### config.mk
export PLATFORM = sky130hd
export DESIGN_NAME = vlan_rx_match
export DESIGN_NICKNAME = d
export VERILOG_FILES = /design/src/rtl/vlan_rx_pkg.sv /design/src/rtl/vlan_byte_cnt.sv /design/src/rtl/vlan_hdr_cmp.sv /design/src/rtl/vlan_len_chk.sv /design/src/rtl/vlan_rx_match.sv
export SDC_FILE = /design/constraint.sdc
export NUM_CORES = 1
export LEC_CHECK = 0
export BUFFER_PORTS_ARGS = -buffer_cell sky130_fd_sc_hd__buf_2
export CORE_ASPECT_RATIO = 1.25
export CORE_MARGIN = 2
export CORE_UTILIZATION = 51
export CTS_CLUSTER_DIAMETER = 40
export DETAILED_ROUTE_END_ITERATION = 6
export PLACE_DENSITY = 0.83
export SLEW_MARGIN = 20
export SYNTH_ARGS = -nofsm -noshare
export SYNTH_HDL_FRONTEND = slang
export SYNTH_SLANG_ARGS = --single-unit
### constraint.sdc
create_clock -name clk -period 3.9 [get_ports clk]
set_input_delay 0.78 -clock clk [delete_from_list [all_inputs] [get_ports clk]]
set_output_delay 0.78 -clock clk [all_outputs]
set_load 0.02 [all_outputs]
### src/rtl/vlan_rx_pkg.sv
package vlan_rx_pkg;
  // header byte positions, counting the start-of-frame beat as 1
  localparam int POS_TPID_HI = 13;
  localparam int POS_TPID_LO = 14;
  localparam int POS_TCI_HI  = 15;
  localparam int POS_TCI_LO  = 16;

  localparam logic [7:0] TPID_HI = 8'h81;
  localparam logic [7:0] TPID_LO = 8'h00;

  localparam logic [15:0] MASK_FULL = 16'hFFFF;
  localparam logic [15:0] MASK_VID  = 16'h0FFF;
endpackage

### src/rtl/vlan_byte_cnt.sv
module vlan_byte_cnt #(
  parameter int CNT_W = 12
) (
  input  logic             clk,
  input  logic             rst_n,
  input  logic             beat,
  input  logic             sof,
  input  logic             eof,
  output logic             take,
  output logic             in_frame,
  output logic [CNT_W-1:0] cur_idx
);
  localparam logic [CNT_W-1:0] CNT_MAX = '1;
  localparam logic [CNT_W-1:0] ONE     = CNT_W'(1);

  logic [CNT_W-1:0] cnt_q;

  // a beat counts only when it opens a frame or lies inside one
  assign take = beat && (sof || in_frame);

  always_comb begin
    if (sof)                 cur_idx = ONE;
    else if (cnt_q == CNT_MAX) cur_idx = CNT_MAX;
    else                     cur_idx = cnt_q + ONE;
  end

  always_ff @(posedge clk or negedge rst_n) begin
    if (!rst_n) begin
      cnt_q    <= '0;
      in_frame <= 1'b0;
    end else if (take) begin
      cnt_q    <= cur_idx;
      in_frame <= !eof;
    end
  end
endmodule

### src/rtl/vlan_hdr_cmp.sv
module vlan_hdr_cmp #(
  parameter int CNT_W = 12
) (
  input  logic             clk,
  input  logic             rst_n,
  input  logic             take,
  input  logic [CNT_W-1:0] cur_idx,
  input  logic [7:0]       data,
  input  logic [15:0]      cfg_tag,
  input  logic             cfg_vid_only,
  output logic             hit
);
  import vlan_rx_pkg::*;

  localparam logic [CNT_W-1:0] I_T1 = CNT_W'(POS_TPID_HI);
  localparam logic [CNT_W-1:0] I_T2 = CNT_W'(POS_TPID_LO);
  localparam logic [CNT_W-1:0] I_V1 = CNT_W'(POS_TCI_HI);
  localparam logic [CNT_W-1:0] I_V2 = CNT_W'(POS_TCI_LO);

  logic [15:0] mask, want;
  logic [7:0]  exp_b, msk_b;
  logic        byte_ok, tag_nz, run_ok_q;

  assign mask   = cfg_vid_only ? MASK_VID : MASK_FULL;
  assign want   = cfg_tag & mask;
  assign tag_nz = |want;

  always_comb begin
    exp_b = 8'h00;
    msk_b = 8'hFF;
    if (cur_idx == I_T1) begin
      exp_b = TPID_HI;
    end else if (cur_idx == I_T2) begin
      exp_b = TPID_LO;
    end else if (cur_idx == I_V1) begin
      exp_b = want[15:8];
      msk_b = mask[15:8];
    end else if (cur_idx == I_V2) begin
      exp_b = want[7:0];
      msk_b = mask[7:0];
    end
  end

  assign byte_ok = (data & msk_b) == exp_b;

  // running result over bytes 13..15; byte 16 is judged combinationally
  always_ff @(posedge clk or negedge rst_n) begin
    if (!rst_n) begin
      run_ok_q <= 1'b0;
    end else if (take) begin
      if (cur_idx == I_T1)
        run_ok_q <= byte_ok;
      else if (cur_idx == I_T2 || cur_idx == I_V1)
        run_ok_q <= run_ok_q && byte_ok;
    end
  end

  assign hit = take && (cur_idx == I_V2) && run_ok_q && byte_ok && tag_nz;
endmodule

### src/rtl/vlan_len_chk.sv
module vlan_len_chk #(
  parameter int CNT_W     = 12,
  parameter int BASE_MAX  = 1518,
  parameter int TAG_EXTRA = 4
) (
  input  logic             clk,
  input  logic             rst_n,
  input  logic             take,
  input  logic             sof,
  input  logic             eof,
  input  logic [CNT_W-1:0] cur_idx,
  input  logic             hit,
  output logic             st_vlan,
  output logic             st_done,
  output logic             st_oversize
);
  localparam logic [CNT_W-1:0] LIM_PLAIN  = CNT_W'(BASE_MAX);
  localparam logic [CNT_W-1:0] LIM_TAGGED = CNT_W'(BASE_MAX + TAG_EXTRA);

  logic vlan_now, over;

  assign vlan_now = hit || (st_vlan && !sof);
  assign over     = cur_idx > (vlan_now ? LIM_TAGGED : LIM_PLAIN);

  always_ff @(posedge clk or negedge rst_n) begin
    if (!rst_n) begin
      st_vlan     <= 1'b0;
      st_done     <= 1'b0;
      st_oversize <= 1'b0;
    end else begin
      st_done <= take && eof;
      if (take && sof)
        st_vlan <= 1'b0;
      else if (hit)
        st_vlan <= 1'b1;
      if (take && eof)
        st_oversize <= over;
    end
  end
endmodule

### src/rtl/vlan_rx_match.sv
module vlan_rx_match #(
  parameter int CNT_W     = 12,
  parameter int BASE_MAX  = 1518,
  parameter int TAG_EXTRA = 4
) (
  input  logic        clk,
  input  logic        rst_n,
  input  logic        s_valid,
  output logic        s_ready,
  input  logic [7:0]  s_data,
  input  logic        s_sof,
  input  logic        s_eof,
  input  logic [15:0] cfg_tag,
  input  logic        cfg_vid_only,
  output logic        st_vlan,
  output logic        st_done,
  output logic        st_oversize
);
  logic             beat, take, in_frame, hit;
  logic [CNT_W-1:0] cur_idx;

  assign s_ready = rst_n;
  assign beat    = s_valid && s_ready;

  vlan_byte_cnt #(.CNT_W(CNT_W)) u_cnt (
    .clk(clk), .rst_n(rst_n), .beat(beat), .sof(s_sof), .eof(s_eof),
    .take(take), .in_frame(in_frame), .cur_idx(cur_idx)
  );

  vlan_hdr_cmp #(.CNT_W(CNT_W)) u_cmp (
    .clk(clk), .rst_n(rst_n), .take(take), .cur_idx(cur_idx), .data(s_data),
    .cfg_tag(cfg_tag), .cfg_vid_only(cfg_vid_only), .hit(hit)
  );

  vlan_len_chk #(.CNT_W(CNT_W), .BASE_MAX(BASE_MAX), .TAG_EXTRA(TAG_EXTRA)) u_len (
    .clk(clk), .rst_n(rst_n), .take(take), .sof(s_sof), .eof(s_eof),
    .cur_idx(cur_idx), .hit(hit), .st_vlan(st_vlan), .st_done(st_done),
    .st_oversize(st_oversize)
  );
endmodule

# Word level (Yosys, flattened, before mapping)
# Index checks and enable logic that the tools add are counted.
[op_classes] muxes=16 reduce_logical=19 bitwise_logic=2 n_addsub=1 order_cmp=1 eq_ne=6
[ops] op="two-way mux 8 bit" count=8
[ops] op="== test 12 x 4 -> 1 bit (second input constant)" count=3
[ops] op="two-way mux 12 bit" count=2
[ops] op="bitwise AND 16 bit" count=1
[ops] op="two-way mux 16 bit" count=1
[ops] op="OR reduction 16 bit" count=1
[ops] op="adder 12 x 1 -> 12 bit (second input constant)" count=1
[ops] op="== test 12 bit (second input constant)" count=1
[ops] op="== test 12 x 5 -> 1 bit (second input constant)" count=1
[ops] op="greater-than comparator 12 bit" count=1
[ops] op="logical AND 1 bit" count=10
[ops] op="bitwise AND 8 bit" count=1
[ops] op="== test 8 bit" count=1
[ops] op="two-way mux 5 bit" count=1
[ops] op="two-way mux 1 bit" count=4
[ops] op="nonzero test 2 bit" count=2
[ops] op="logical OR 1 bit" count=3
[ops] op="logical NOT 1 bit" count=2
[ops] op="AND reduction 2 bit" count=1
[totals] reg_bits=17 wordCells=51 in_bits=30

# Depth between registers and ports, before layout
[depth] ltp_word=15 mapped_depth=21

# By module
# Synthesis repeated with hierarchy kept, for this count alone.
[hier_totals] cells_unflattened=219 hier_area_um2=1764.2
[by_module_without_submodules] module="vlan_byte_cnt" seq_area_each_um2=325.3 area_per_inst_um2=880.8 cells_per_inst=106 n_inst=1
[by_module_without_submodules] module="vlan_hdr_cmp" seq_area_each_um2=25.0 area_per_inst_um2=649.4 cells_per_inst=89 n_inst=1
[by_module_without_submodules] module="vlan_len_chk" seq_area_each_um2=75.1 area_per_inst_um2=220.2 cells_per_inst=22 n_inst=1
[by_module_without_submodules] module="vlan_rx_match" seq_area_each_um2=0.0 area_per_inst_um2=13.8 cells_per_inst=2 n_inst=1

# Least setup slack after synthesis
# OpenSTA, ideal clock, no wires.
[synth_path] path_type="reg2reg" from="reg u_cnt.cnt_q[1]" to="reg u_len.st_oversize" path_stages_with_launch=19 n_path_buf=0 arrival_ns=4.187 required_ns=3.834 path_slack_ns=-0.352 cell_sequence="dfrtp_1 ha_1 xnor2_1 or3_1 or4_4 nor2_8 a22oi_1 or4b_1 a21oi_1 a2bb2oi_2 a41oi_2 nor2_1 ha_1 and3_1 a31oi_1 a21oi_1 o41a_1 o21ai_0 a22o_1"
[synth_via] elab_chain_cells=15 elab_cells_between_ends=25 cone_classes="1 x add/sub; 1 x order compare; 6 x eq/ne; 11 x mux; 1 x bitwise; 5 x reduce/logical"
[synth_lines] item="from (decl)" line="vlan_byte_cnt.sv:16" text="logic [CNT_W-1:0] cnt_q;"
[synth_lines] item="from (signal assigned)" line="vlan_byte_cnt.sv:32" text="cnt_q <= cur_idx;"
[synth_lines] item="adder 12 x 1 -> 12 bit / == test 12 bit (equally long branches)" line="vlan_byte_cnt.sv:24, vlan_byte_cnt.sv:23"
[synth_lines] item="two-way mux 12 bit *" line="vlan_byte_cnt.sv:23" text="else if (cnt_q == CNT_MAX) cur_idx = CNT_MAX;"
[synth_lines] item="two-way mux 12 bit *" line="vlan_byte_cnt.sv:22" text="if (sof) cur_idx = ONE;"
[synth_lines] item="== test 12 x 5 -> 1 bit" line="vlan_hdr_cmp.sv:38, vlan_hdr_cmp.sv:58"
[synth_lines] item="two-way mux 8 bit" line="vlan_hdr_cmp.sv:38" text="end else if (cur_idx == I_V2) begin"
[synth_lines] item="two-way mux 8 bit" line="vlan_hdr_cmp.sv:35" text="end else if (cur_idx == I_V1) begin"
[synth_lines] item="two-way mux 8 bit" line="vlan_hdr_cmp.sv:33" text="end else if (cur_idx == I_T2) begin"
[synth_lines] item="two-way mux 8 bit" line="vlan_hdr_cmp.sv:31" text="if (cur_idx == I_T1) begin"
[synth_lines] item="bitwise AND 8 bit" line="vlan_hdr_cmp.sv:44" text="assign byte_ok = (data & msk_b) == exp_b;"
[synth_lines] item="== test 8 bit" line="vlan_hdr_cmp.sv:44"
[synth_lines] item="logical AND 1 bit (2 in series)" line="vlan_hdr_cmp.sv:58" text="assign hit = take && (cur_idx == I_V2) && run_ok_q && byte_ok && tag_nz;"
[synth_lines] item="logical OR 1 bit" line="vlan_len_chk.sv:22" text="assign vlan_now = hit || (st_vlan && !sof);"
[synth_lines] item="two-way mux 5 bit" line="vlan_len_chk.sv:23" text="assign over = cur_idx > (vlan_now ? LIM_TAGGED : LIM_PLAIN);"
[synth_lines] item="greater-than comparator 12 bit *" line="vlan_len_chk.sv:23"
[synth_lines] item="to (signal assigned)" line="vlan_len_chk.sv:37" text="st_oversize <= over;"
[synth_lines] item="to (decl)" line="vlan_len_chk.sv:15" text="output logic st_oversize"
# Every way passes the cells marked *; elsewhere a longest branch is shown, timed or not.
# A chain may end at the register's enable or synchronous reset.

# Worst setup path after layout
[layout_path] from="reg u_cnt.cnt_q[0]" to="reg u_len.st_oversize"
# The elaborated chain is that of the path after synthesis.

==> run metrics <==
Bufs and invs on worst path 0; vias per cell 6.76; Startpoint Class flip-flop; IO Count 34; CTS Sinks 17; mean area per synthesized cell 8.39 um2; gr ovfl total 0; slowest stage cell, crit path or4b_1; pin count of the biggest net entering global routing 21; Total GRT Usage 32.0%; Synthesized Nets 252; skew final 2.46 ps; Post-synth EDFFs 0; failing checks setup timing; register area share after synthesis 23.3%; Pleak 1.15 nW; Worst setup EP type flip-flop; Die W 57.6 um; Critical path origin u_cnt.cnt_q[0]$_DFFE_PN0P_; WS Path Type reg2reg; Crit. path cell count 18; # fillers 230; synth warn 0; Fin Setup TNS -553 ps; final antenna-violating net count 0; synth top area cells dfrtp_1, nand2_1, a21oi_1; initial antenna violation count 0; Max stage delay on crit path between 400 and 500 ps; Hold WC Path Type in2async; Clock Tree Buf Depth 2; status complete, but fails checks; most frequent cell after synthesis nand2_1; DR pass1 iterations 4; DR DRC count 0; clock root buffer master clkbuf_8; total of flip-flops plus latches after synthesis 17; Inst Count DP 340; vias in the first global route roughly 2300; CTS tree built; site row count 24; Tmin final about 4500 ps; final hold violations 0; synthesis-to-layout area growth 43.5%; Yosys cell types 70; post-synth top area cell dfrtp_1; Worst Max-Slew Pin Slew just under 500 ps; CORE AREA 3450 um2; Max-slew headroom 67.1%; port bufs 33; synthesized area 1830 um2; Yosys top cell area share a little under a quarter; Cell Pwr Density around 270 nW/um2; Critical Path RT 4110 ps; CP Cell Sequence ha_4, xnor2_2, or3_4, or3_4, or4b_1, nand4_1, xnor2_1, or3b_4, o21ai_4, a41oi_2, nor2_2, ha_1, and3_4, a31oi_4, a21oi_2, o41a_1, o21ai_2, a22o_1; Antenna Cells 0; r2r setup slk -550 ps; Total Die Area around 4100 um2; final instance area approximately 2600 um2; Post-synth top cells nand2_1, dfrtp_1, a21oi_1; cts hold-fix bufs 0; final cell count without fillers about 350; Fin Hold WS 517 ps; vias 2358; routability cong. 0.970; Clock Latency Late Sink 260 ps; VDD IR max 0.000264 V; Worst-path clk slew 70 ps; number of max-cap violations 0; Crit path max-delay family simple AND/OR/NAND/NOR gates; max-slew violations 0; DRT iter0 DRCs between 200 and 250; first-pass GRT wire length 10.2 mm; ys async rst share 100%; final setup vio count 1; drt total wl 6.89 mm; dpl ws -515 ps; final worst slack -553 ps; Worst path most repeated cell or3_4; initial core utilization 52.9%; top_reg_cell synth dfrtp_1; RSZ-0062 raised after global routing yes; placed cell area 2420 um2; total power roughly 0.7 mW; clock buffer count from CTS 3; die height 70.9 um; Nets approximately 350; WP data arrival ~4700 ps; Worst Reg-to-Reg Cells 18; fin crit share 114%; Fmax 225 MHz; hpwl dp 4.61 mm; Util after Layout 75.9%; Critical Path Fanout Max 5; worst reg2reg startpoint u_cnt.cnt_q[0]$_DFFE_PN0P_; ratio of cells with drive above 1 in the final layout 46.8%; DR WL/cell 19.8 um; H-Tree Depth 1; post-synthesis cell count 218
## cells by family after synthesis
logic type / count (synthesis) / synth area share (%)
AO/OA/AOI/OAI: 70 / 29.8
XOR/XNOR: 7 / 3.35
adder cells (fa/ha/maj): 4 / 2.74
buffers and inverters: 17 / 6.09
flip-flops: 17 / 23.3
multiplexers: 5 / 2.87
AND/OR/NAND/NOR: 98 / 31.9
## placed cells by master (no fill, tap or decap), drive strengths merged, types with 4 or more instances in the layout
master / count
inv: 4
nor2: 15
a22oi: 4
nand2b: 6
a31oi: 4
ha: 4
and3: 4
xnor2: 5
a21oi: 15
nand2: 21
nor4: 7
buf: 101
nand3: 10
nor3: 13
dfrtp: 17
a41oi: 4
a32o: 4
o21ai: 8
## final timing paths
path | to
min in group clk | u_len.st_oversize$_DFFE_PN0P_
worst max register to register | u_len.st_oversize$_DFFE_PN0P_
max in group asynchronous | u_cnt.cnt_q[4]$_DFFE_PN0P_
worst max-delay path | u_len.st_oversize$_DFFE_PN0P_
worst min-delay path | u_cnt.cnt_q[3]$_DFFE_PN0P_
worst min register to register | u_len.st_oversize$_DFFE_PN0P_
## state kept, by name, summed over array words and instances, names as in the netlist
name,cells
u_cnt.in_frame,1
u_len.st_oversize,1
u_len.st_done,1
u_cnt.cnt_q,12
u_len.st_vlan,1
u_cmp.run_ok_q,1
## worst register-to-register path, stage by stage (launching register included)
cell,delay (ps)
dfrtp_1,430
ha_4,210
xnor2_2,160
or3_4,340
or3_4,390
or4b_1,490
nand4_1,140
xnor2_1,80
or3b_4,400
o21ai_4,180
a41oi_2,170
nor2_2,150
ha_1,260
and3_4,180
a31oi_4,170
a21oi_2,80
o41a_1,330
o21ai_2,120
a22o_1,120
## area by class of cell
cell class | instances | area [um2] | share of cell area, %
Clock buffer | 3 | 41.3 | 1.57
Clock inverter | 1 | 5.00 | 0.191
Inverter | 4 | 15.0 | 0.573
Multi-Input combinational cell | 184 | 1410 | 53.7
Sequential cell | 17 | 428 | 16.3
Tap cell | 39 | 48.8 | 1.86
Timing Repair Buffer | 101 | 676 | 25.8
## report_power, final
group	switching (mW)	internal (mW)
logic	0.182	0.163
registers	0.0278	0.193
clock network	0.0712	0.0713
## repair_timing
| action | 4_1_cts | 5_1_grt |
|---|---|---|
| pin swaps | 7 | 8 |
| endpoints found under the setup margin | 1 | 1 |
| setup buffers | 2 | 3 |
| resized for setup | 10 | 16 |
## metal layers
layer	track usage [%]	routed length [um]	vias to the layer above	part of all wire (%)
met4	20.9	495	0	7.2
met3	2.93	588	56	8.5
met2	57.1	3420	180	50
met5	0	0	-	0
li1	-	-	1035	-
met1	35.1	2390	1087	35
Power figures use the tool's default switching activity.
